`src/rtl/scan_ctl_pkg.sv`:
```
package scan_ctl_pkg;
  typedef enum logic [1:0] {
    PH_IDLE   = 2'd0,
    PH_SHIFT  = 2'd1,
    PH_XSHIFT = 2'd2,
    PH_CAPT   = 2'd3
  } phase_t;
endpackage

```
`src/rtl/scan_qv_file.sv`:
```
module scan_qv_file #(
  parameter int NCH = 4,
  parameter int PIW = 8,
  localparam int AW = (NCH > 1) ? $clog2(NCH) : 1
) (
  input  logic           clk,
  input  logic           we,
  input  logic [AW-1:0]  waddr,
  input  logic [PIW-1:0] wdata,
  input  logic [AW-1:0]  raddr,
  output logic [PIW-1:0] rdata
);
  // distributed-RAM style storage, one masking vector per regular chain
  logic [PIW-1:0] mem [NCH];

  always_ff @(posedge clk) begin
    if (we && (int'(waddr) < NCH)) mem[waddr] <= wdata;
  end

  assign rdata = (int'(raddr) < NCH) ? mem[raddr] : '0;
endmodule

```
`src/rtl/scan_seq_fsm.sv`:
```
module scan_seq_fsm
  import scan_ctl_pkg::*;
#(
  parameter int NCH  = 4,
  parameter int LENW = 6,
  parameter int PIW  = 8,
  localparam int AW  = (NCH > 1) ? $clog2(NCH) : 1
) (
  input  logic              clk,
  input  logic              rst,
  input  logic              func_mode,
  input  logic              start,
  input  logic [NCH*LENW-1:0] chain_len,
  input  logic [LENW-1:0]   xlen,
  input  logic [PIW-1:0]    pat_pi,
  input  logic [PIW-1:0]    qv_rdata,
  output logic [AW-1:0]     qv_raddr,
  output logic [NCH:0]      en_q,
  output logic [PIW-1:0]    pi_q,
  output logic              pi_test,
  output logic              capture,
  output logic              done
);
  phase_t          phase;
  logic [AW-1:0]   idx;
  logic [LENW-1:0] cnt;
  logic [PIW-1:0]  pat_q;
  logic [LENW-1:0] cur_len;
  logic            seg_last;
  logic            x_last;
  logic            idx_last;

  assign cur_len  = chain_len[idx*LENW +: LENW];
  assign seg_last = (cnt == cur_len - LENW'(1));
  assign x_last   = (cnt == xlen - LENW'(1));
  assign idx_last = (idx == AW'(NCH - 1));
  // look-ahead read: vector of the chain about to be entered
  assign qv_raddr = (phase == PH_IDLE) ? '0 : AW'(idx + AW'(1));

  always_ff @(posedge clk) begin
    if (rst || func_mode) begin
      phase   <= PH_IDLE;
      idx     <= '0;
      cnt     <= '0;
      en_q    <= '0;
      pi_q    <= '0;
      pat_q   <= '0;
      pi_test <= 1'b0;
      capture <= 1'b0;
      done    <= 1'b0;
    end else begin
      capture <= 1'b0;
      done    <= 1'b0;
      unique case (phase)
        PH_IDLE: begin
          if (start) begin
            phase   <= PH_SHIFT;
            idx     <= '0;
            cnt     <= '0;
            en_q    <= (NCH+1)'(1);
            pi_q    <= qv_rdata;
            pat_q   <= pat_pi;
            pi_test <= 1'b1;
          end
        end
        PH_SHIFT: begin
          if (seg_last) begin
            cnt <= '0;
            if (idx_last) begin
              pi_q <= pat_q;
              if (xlen != '0) begin
                phase <= PH_XSHIFT;
                en_q  <= {1'b1, {NCH{1'b0}}};
              end else begin
                phase   <= PH_CAPT;
                en_q    <= '0;
                capture <= 1'b1;
              end
            end else begin
              idx  <= AW'(idx + AW'(1));
              en_q <= en_q << 1;
              pi_q <= qv_rdata;
            end
          end else begin
            cnt <= cnt + LENW'(1);
          end
        end
        PH_XSHIFT: begin
          if (x_last) begin
            phase   <= PH_CAPT;
            cnt     <= '0;
            en_q    <= '0;
            capture <= 1'b1;
          end else begin
            cnt <= cnt + LENW'(1);
          end
        end
        PH_CAPT: begin
          phase   <= PH_IDLE;
          pi_test <= 1'b0;
          done    <= 1'b1;
        end
        default: phase <= PH_IDLE;
      endcase
    end
  end
endmodule

```
`src/rtl/scan_out_sel.sv`:
```
module scan_out_sel #(
  parameter int NCH = 4
) (
  input  logic         func_mode,
  input  logic [NCH:0] en_q,
  input  logic [NCH:0] chain_so,
  output logic [NCH:0] chain_en,
  output logic         scan_out
);
  logic [NCH:0] gated;

  for (genvar g = 0; g <= NCH; g++) begin : g_lane
    assign chain_en[g] = en_q[g] | func_mode;
    assign gated[g]    = en_q[g] & chain_so[g];
  end

  assign scan_out = !func_mode && (|gated);
endmodule

```
`src/rtl/gated_scan_ctl.sv`:
```
module gated_scan_ctl #(
  parameter int NCH  = 4,
  parameter int LENW = 6,
  parameter int PIW  = 8,
  localparam int AW  = (NCH > 1) ? $clog2(NCH) : 1
) (
  input  logic                clk,
  input  logic                rst,
  input  logic                func_mode,
  input  logic                start,
  input  logic                scan_in,
  input  logic [NCH*LENW-1:0] chain_len,
  input  logic [LENW-1:0]     xlen,
  input  logic                qv_we,
  input  logic [AW-1:0]       qv_addr,
  input  logic [PIW-1:0]      qv_wdata,
  input  logic [PIW-1:0]      pat_pi,
  input  logic [PIW-1:0]      func_pi,
  input  logic [NCH:0]        chain_so,
  output logic [NCH:0]        chain_si,
  output logic [NCH:0]        chain_en,
  output logic                capture,
  output logic                done,
  output logic [PIW-1:0]      pi_out,
  output logic                scan_out
);
  logic [AW-1:0]  qv_raddr;
  logic [PIW-1:0] qv_rdata;
  logic [NCH:0]   en_q;
  logic [PIW-1:0] pi_q;
  logic           pi_test;

  scan_qv_file #(.NCH(NCH), .PIW(PIW)) u_qv (
    .clk   (clk),
    .we    (qv_we),
    .waddr (qv_addr),
    .wdata (qv_wdata),
    .raddr (qv_raddr),
    .rdata (qv_rdata)
  );

  scan_seq_fsm #(.NCH(NCH), .LENW(LENW), .PIW(PIW)) u_seq (
    .clk       (clk),
    .rst       (rst),
    .func_mode (func_mode),
    .start     (start),
    .chain_len (chain_len),
    .xlen      (xlen),
    .pat_pi    (pat_pi),
    .qv_rdata  (qv_rdata),
    .qv_raddr  (qv_raddr),
    .en_q      (en_q),
    .pi_q      (pi_q),
    .pi_test   (pi_test),
    .capture   (capture),
    .done      (done)
  );

  scan_out_sel #(.NCH(NCH)) u_sel (
    .func_mode (func_mode),
    .en_q      (en_q),
    .chain_so  (chain_so),
    .chain_en  (chain_en),
    .scan_out  (scan_out)
  );

  assign chain_si = {(NCH+1){scan_in}};
  assign pi_out   = (pi_test && !func_mode) ? pi_q : func_pi;
endmodule

```
`config.mk`:
```
export PLATFORM = sky130hd
export DESIGN_NAME = gated_scan_ctl
export DESIGN_NICKNAME = d
export VERILOG_FILES = /design/src/rtl/scan_ctl_pkg.sv /design/src/rtl/scan_qv_file.sv /design/src/rtl/scan_seq_fsm.sv /design/src/rtl/scan_out_sel.sv /design/src/rtl/gated_scan_ctl.sv
export SDC_FILE = /design/constraint.sdc
export NUM_CORES = 1
export LEC_CHECK = 0
export ABC_AREA = 1
export CORE_ASPECT_RATIO = 1.2
export CORE_MARGIN = 2
export CORE_UTILIZATION = 54
export CTS_CLUSTER_SIZE = 40
export DETAILED_ROUTE_END_ITERATION = 7
export GPL_ROUTABILITY_DRIVEN = 1
export PLACE_DENSITY = 0.83
export SYNTH_ARGS = -nofsm -noshare
export SYNTH_HDL_FRONTEND = slang
export SYNTH_SLANG_ARGS = --single-unit
```
`constraint.sdc`:
```
create_clock -name clk -period 4 [get_ports clk]
set_input_delay 0.8 -clock clk [delete_from_list [all_inputs] [get_ports clk]]
set_output_delay 0.8 -clock clk [all_outputs]
set_load 0.01 [all_outputs]
```
* Word level (Yosys, flattened, before mapping)
Memory sizes are Yosys's and may differ from the RTL's.
Cells that the tools add are included.
** Cells by class
- Bitwise gates (word level) :: 10
- $lt $le $gt $ge :: 0
- Multiply operators :: 1
- Multiplexer cells :: 36
- Shift operators :: 1
- Equal/unequal tests :: 11
- Reductions and logical operators :: 17
- Add/subtract/negate cells :: 4
- Div/mod/pow operators :: 0
** Operators with widths (count)
- $mux W8 :: 4
- $mux W5 :: 5
- $shiftx A24 B6 Y6 :: 1
- $mux W6 :: 3
- $pmux W6 S3 :: 1
- $mux W2 :: 8
- $pmux W8 S2 :: 1
- $pmux W5 S3 :: 1
- $eq A6 B6 Y1 :: 2
- $reduce_and A4 Y1 :: 3
- $sub A6 B1 Y6 const B :: 2
- $mux W1 :: 9
- $pmux W2 S4 :: 1
- $add A6 B1 Y6 const B :: 1
- $eq A2 B2 Y1 const B :: 3
- $ne A2 B1 Y1 const B :: 3
- $reduce_and A2 Y1 :: 3
- $reduce_bool A6 Y1 :: 1
- $and A1 B1 Y1 :: 5
- $or A1 B1 Y1 :: 5
- $reduce_or A5 Y1 :: 1
- $mul A2 B2 Y4 const B :: 1
- $ne A2 B2 Y1 const B :: 2
- $pmux W1 S2 :: 2
- 10 further kinds :: 12
** Word-level totals
- Flip-flop bits (word level) :: 34
- Memory bits (read-only) :: 0
- Memories :: 1
- Logic and storage cells :: 90
- Input port bits :: 67
- Latch bits :: 0
- Memory bits (writable) :: 32
** Memories
- u_qv.mem :: words 4, width 8, rd ports 1, clocked after memory_dff 0, write ports 1, line scan_qv_file.sv:14 : logic [PIW-1:0] mem [NCH];

* Logic depth before layout (Yosys ltp)
- Depth after elaboration :: 6
- Mapped depth :: 19

* Hierarchy
Synthesis repeated with hierarchy kept, for this count alone.
** Second synthesis, totals
- Cell total of the unflattened synthesis :: 528
- Area, all modules :: 3888.7 um^2
** By module, submodules not included
- scan_seq_fsm :: cells an instance 349, times used 1, seq. area each 680.7 um^2, area an instance 2268.4 um^2
- scan_qv_file :: cells an instance 133, times used 1, seq. area each 960.9 um^2, area an instance 1387.6 um^2
- gated_scan_ctl :: cells an instance 32, times used 1, seq. area each 0.0 um^2, area an instance 163.9 um^2
- scan_out_sel :: cells an instance 14, times used 1, seq. area each 0.0 um^2, area an instance 68.8 um^2

* Worst setup path before layout
No wires, ideal clock.
- Path kind :: input-to-reg
- Start :: in chain_len[6]
- End :: reg u_seq.idx[0]
- Slack :: 1.594 ns
- Library setup time :: 0.113 ns
- Arrival :: 2.292 ns
- Cell stages on the path :: 15
- Required time :: 3.887 ns
- Cell sequence :: nand2_1 nand3_1 nand2_1 ha_1 xor2_1 o21ai_0 nor2_1 nand2_1 nor2_2 nand3_2 nand2_2 buf_6 nand3_1 nor2_1 nor2_1
** On the way
- Word-level cells in the longest chain between the ends :: 5
** RTL lines
- start, declared :: line gated_scan_ctl.sv:12 : input logic [NCH*LENW-1:0] chain_len,
- $shiftx A24 B6 Y6 :: line scan_seq_fsm.sv:33 : assign cur_len = chain_len[idx*LENW +: LENW];
- $sub A6 B1 Y6 :: line scan_seq_fsm.sv:34 : assign seg_last = (cnt == cur_len - LENW'(1));
- $eq A6 B6 Y1 :: line scan_seq_fsm.sv:34
- $ne A2 B1 Y1 (no line)
- $reduce_and A4 Y1 (no line)
- end signal, assigned :: line scan_seq_fsm.sv:80 : idx <= AW'(idx + AW'(1));
- end, declared :: line scan_seq_fsm.sv:25 : logic [AW-1:0] idx;
Every way passes these cells.
A chain may end at the register's enable or synchronous reset.

* Worst setup path after layout
- Start :: in func_mode
- End :: out pi_out[3]
** On the way
- Word-level cells in the longest chain between the ends :: 3
** RTL lines
- start, declared :: line gated_scan_ctl.sv:9 : input logic func_mode,
- $logic_not A1 Y1 :: line gated_scan_ctl.sv:68 : assign pi_out = (pi_test && !func_mode) ? pi_q : func_pi;
- $logic_and A1 B1 Y1 :: line gated_scan_ctl.sv:68
- $mux W8 :: line gated_scan_ctl.sv:68
- end, declared :: line gated_scan_ctl.sv:24 : output logic [PIW-1:0] pi_out,
Every way passes these cells.

==> run summary <==
The portion of synthesized area spent on multiplexers is 2.43%. The floorplan has 32 rows. Along the worst path, the maximum fanout reaches 10. The data arrival time of the critical path is 2.57 ns. The tightest min-delay check is of the flip-flop to flip-flop type. The fraction of layout cells with a size suffix above 1 works out to 8.36%. After synthesis the netlist holds a flip-flop and latch count of 66. The simple-gate portion of the synthesized area works out to 25.5%. Number of endpoints with negative hold slack in the final report: 0. Measured along the y axis, the die boundary spans 93.5 um. The area overhead of the layout relative to synthesis is 29.1%, and the sequential share of the synthesized area is 45.6%. The startpoint identified for the worst register-to-register timing path is u_seq.idx[0]. Sort of element at the end of the critical path: an output port. The adder-cell share of the synthesized area was 3.13%. Across the VDD grid, the largest voltage drop is 0.284 mV. Count of nets after finishing: 609.

Total of cells resized after clock tree synthesis: 0. The clock reaches the later pin of the worst-skew pair after 0.34 ns. The detailed router used layers up to and including met4. The number of setup buffers added after CTS is 0. After clock tree synthesis, the clock-pin slew on the worst setup and hold paths is 0.08 ns.

The number of cell instances on the worst register-to-register path was 15; the area of the core was 6450 um^2. The H-tree depth was 3. In this run, CTS created clock tree buffers numbering 9. For the weighted congestion at the end of routability-driven global placement, the log shows 0.828. Setup violations remaining at the end of the flow were counted as 0. The wire length on met3 is 386 um, and the number of distinct library cell variants in the gate-level netlist after synthesis is 35. In this run the register-to-register setup slack is 0.96 ns. Worst-case hold path end point: u_seq.pat_q[2]. The detail-routed net length per standard cell is 14.0 um, and the width of the chip is 78.5 um.

Number of buffers inserted by port buffering: 81. The number of pins exceeding their max-slew limit in the final report was 0; the transition time of the tightest slew-check pin was 0.765 ns. DRC marker count from the first detailed-route iteration: 243. Wire segments on met2 add up to 4.40 mm in the final route.

The run gives 7340 um^2 as the floorplan die area. The synthesized-area fraction occupied by ao, oa, aoi and oai cells works out to 11.6%. Minimum hold slack: 0.450 ns. Detailed placement HPWL: 6.44 mm.

The parity-gate share of the synthesized area counting xor and xnor cells works out to 3.41%. Setup repair after global routing left no endpoint under its margin. At the worst endpoint, the required time is 3.20 ns. TritonCTS built the clock tree.

The first detailed-routing pass ran for 5 iterations. The global-route wire length before repair was 14.8 mm; the sink count of the clock tree was 66. The ratio of routed vias to standard cells is 5.36, and the count of synthesis-stage warnings from yosys is 0. The cell count of the worst hold path was 2; the routed wire length was 8.71 mm. The worst register-to-register path ends at u_seq.pi_q[3].

The clock passes through at most 2 buffers. For this design the top-level I/O count stands at 88. The power per unit of standard cell area was 342 nW/um^2.

After layout, the minimum clock period comes to 3.37 ns. The net count after synthesis is 529, and the synthesized area per cell is 7.95 um^2. The detailed router put a total of 3.72 mm of wire on met1.

The cts-stage hold buffer count is 0. Netlist area before placement: 3600 um^2. Across all layers, the routed design uses 3,341 vias. The root buffer cell chosen for the clock tree is clkbuf_8.

On the final layout, the worst clock skew is 0.00872 ns. In the finished design, the share of the clock period the worst path needs comes to 84.1%. The logs give 453 for the gate count after technology mapping and 0 ns for the final total negative setup slack. The origin of the worst min-delay path is u_seq.pat_q[2]. The initial antenna violation count came out at 0. Timing would allow up to 297 MHz. The critical path in this run is classified as input port to output port.

The number of global-route vias before repair is 3,311. For the total congestion overflow after global routing, the log shows 0. Main combinational cell family by area after synthesis: simple AND/OR/NAND/NOR gates. The detail route stage leaves a number of antenna-violating nets equal to 0. For this configuration, the core starts out at a cell density of 55.9%.

The logs give 0 for the count of inserted antenna diode cells and 26 for the largest net degree at the start of global routing. STA classifies the critical path startpoint as an input port. The tools report the beginning of the critical path as func_mode.

For this run, design rule violations remaining after detail routing come to 0. Global routing consumed, over all layers together, 25.6% of the routing resources. Leakage dissipation: 0.00184 uW. The run finished with clean final reports. Measured against its own limit, the worst slew margin works out to 49.0%.

The max-capacitance violation count is 0.
==> worst max-delay path, stage by stage <==
cell	delay, ns
clkdlybuf4s50_1	0.50
inv_1	0.10
nand2_1	0.29
mux2_2	0.39
clkdlybuf4s50_1	0.48
==> state kept, by name, indices dropped and copies added, names as in the netlist <==
name / cells
u_qv.mem: 32
u_seq.capture: 1
u_seq.cnt: 6
u_seq.done: 1
u_seq.en_q: 5
u_seq.idx: 2
u_seq.pat_q: 8
u_seq.phase: 2
u_seq.pi_q: 8
u_seq.pi_test: 1
==> metrics by stage <==
stage,area [um^2],util (%),total power [uW],cells,setup WS (ns)
detailed placement,4450,69.0,1040,607,0.650
finish,4650,72.1,1590,623,0.634
floorplan,3600,-,915,453,1.59
CTS,4650,72.1,1590,623,0.641
global placement,4450,69.0,1030,607,0.671
global route,4650,72.1,1660,623,0.552
==> synthesized netlist by cell type, drive strengths merged <==
master / instances / share of area, %
nand3b: 1 / 0.21
a21oi: 23 / 3.2
a31oi: 1 / 0.17
nor3: 11 / 1.5
edfxtp: 32 / 27
a221oi: 1 / 0.24
buf: 12 / 2.6
inv: 46 / 4.9
nor2: 53 / 5.7
dfxtp: 34 / 19
a22o: 1 / 0.24
ha: 9 / 3.1
nand3: 32 / 5.1
a22oi: 2 / 0.42
clkinv: 2 / 0.21
nand4: 6 / 1.0
xnor2: 4 / 0.97
nor3b: 1 / 0.21
xor2: 10 / 2.4
mux2i: 2 / 0.56
o22ai: 8 / 1.4
o2111ai: 1 / 0.24
mux2: 6 / 1.9
nand2: 108 / 12
clkbuf: 6 / 0.63
o21ai: 41 / 5.7
==> how the worst max path moves through the flow <==
stage	endpoint	slack, ns
floorplan	u_seq.idx[0]	1.59
global placement	pi_out[1]	0.67
detailed placement	pi_out[7]	0.65
CTS	pi_out[7]	0.64
global route	pi_out[5]	0.55
finish	pi_out[3]	0.63
==> final cells by class <==
| cell class | instances | area [um^2] |
|---|---|---|
| fillers | 507 | 1800 |
| clock inverters | 7 | 77.6 |
| inverters | 48 | 183 |
| repair buffers | 87 | 856 |
| multi-input cells | 321 | 1660 |
| clock buffers | 9 | 124 |
| flip-flops and latches | 66 | 1640 |
| well taps | 85 | 106 |
==> where the power goes <==
group	switching (uW)	internal (uW)
logic	143	132
registers	12.3	738
clock network	272	292
total	427	1160
==> cell usage in the layout, fill, tap and decap left out, types with 2 or more instances in the layout <==
cell type	netlist	layout
mux2_2	6	6
nand3_2	5	5
dfxtp_1	34	34
clkdlybuf4s50_1	0	81
inv_2	4	4
inv_1	41	41
o21ai_0	40	40
nor2_2	2	2
nand3_1	27	27
xnor2_1	4	4
o22ai_1	8	8
nor2_1	51	51
nand2_2	4	4
nand2_1	103	103
xor2_1	10	10
ha_1	9	9
buf_4	6	6
nand4_1	6	6
clkinv_1	2	2
clkbuf_8	0	9
nor3_1	11	11
a22oi_1	2	2
mux2i_1	2	2
a21oi_1	23	23
edfxtp_1	32	32
clkinv_4	0	3
==> routing by layer <==
layer	up-vias	track usage, %
li1	1665	-
met1	1550	30.9
met2	103	43.4
met3	23	4.44
met4	0	13.2
met5	-	0
==> kinds of logic after synthesis <==
logic type / count (synthesis)
simple gates: 212
compound gates: 78
fa+ha+maj: 9
flops: 66
xor+xnor: 14
mux: 8
buf+inv: 66
Note: power is estimated with default switching activity, not from simulation.
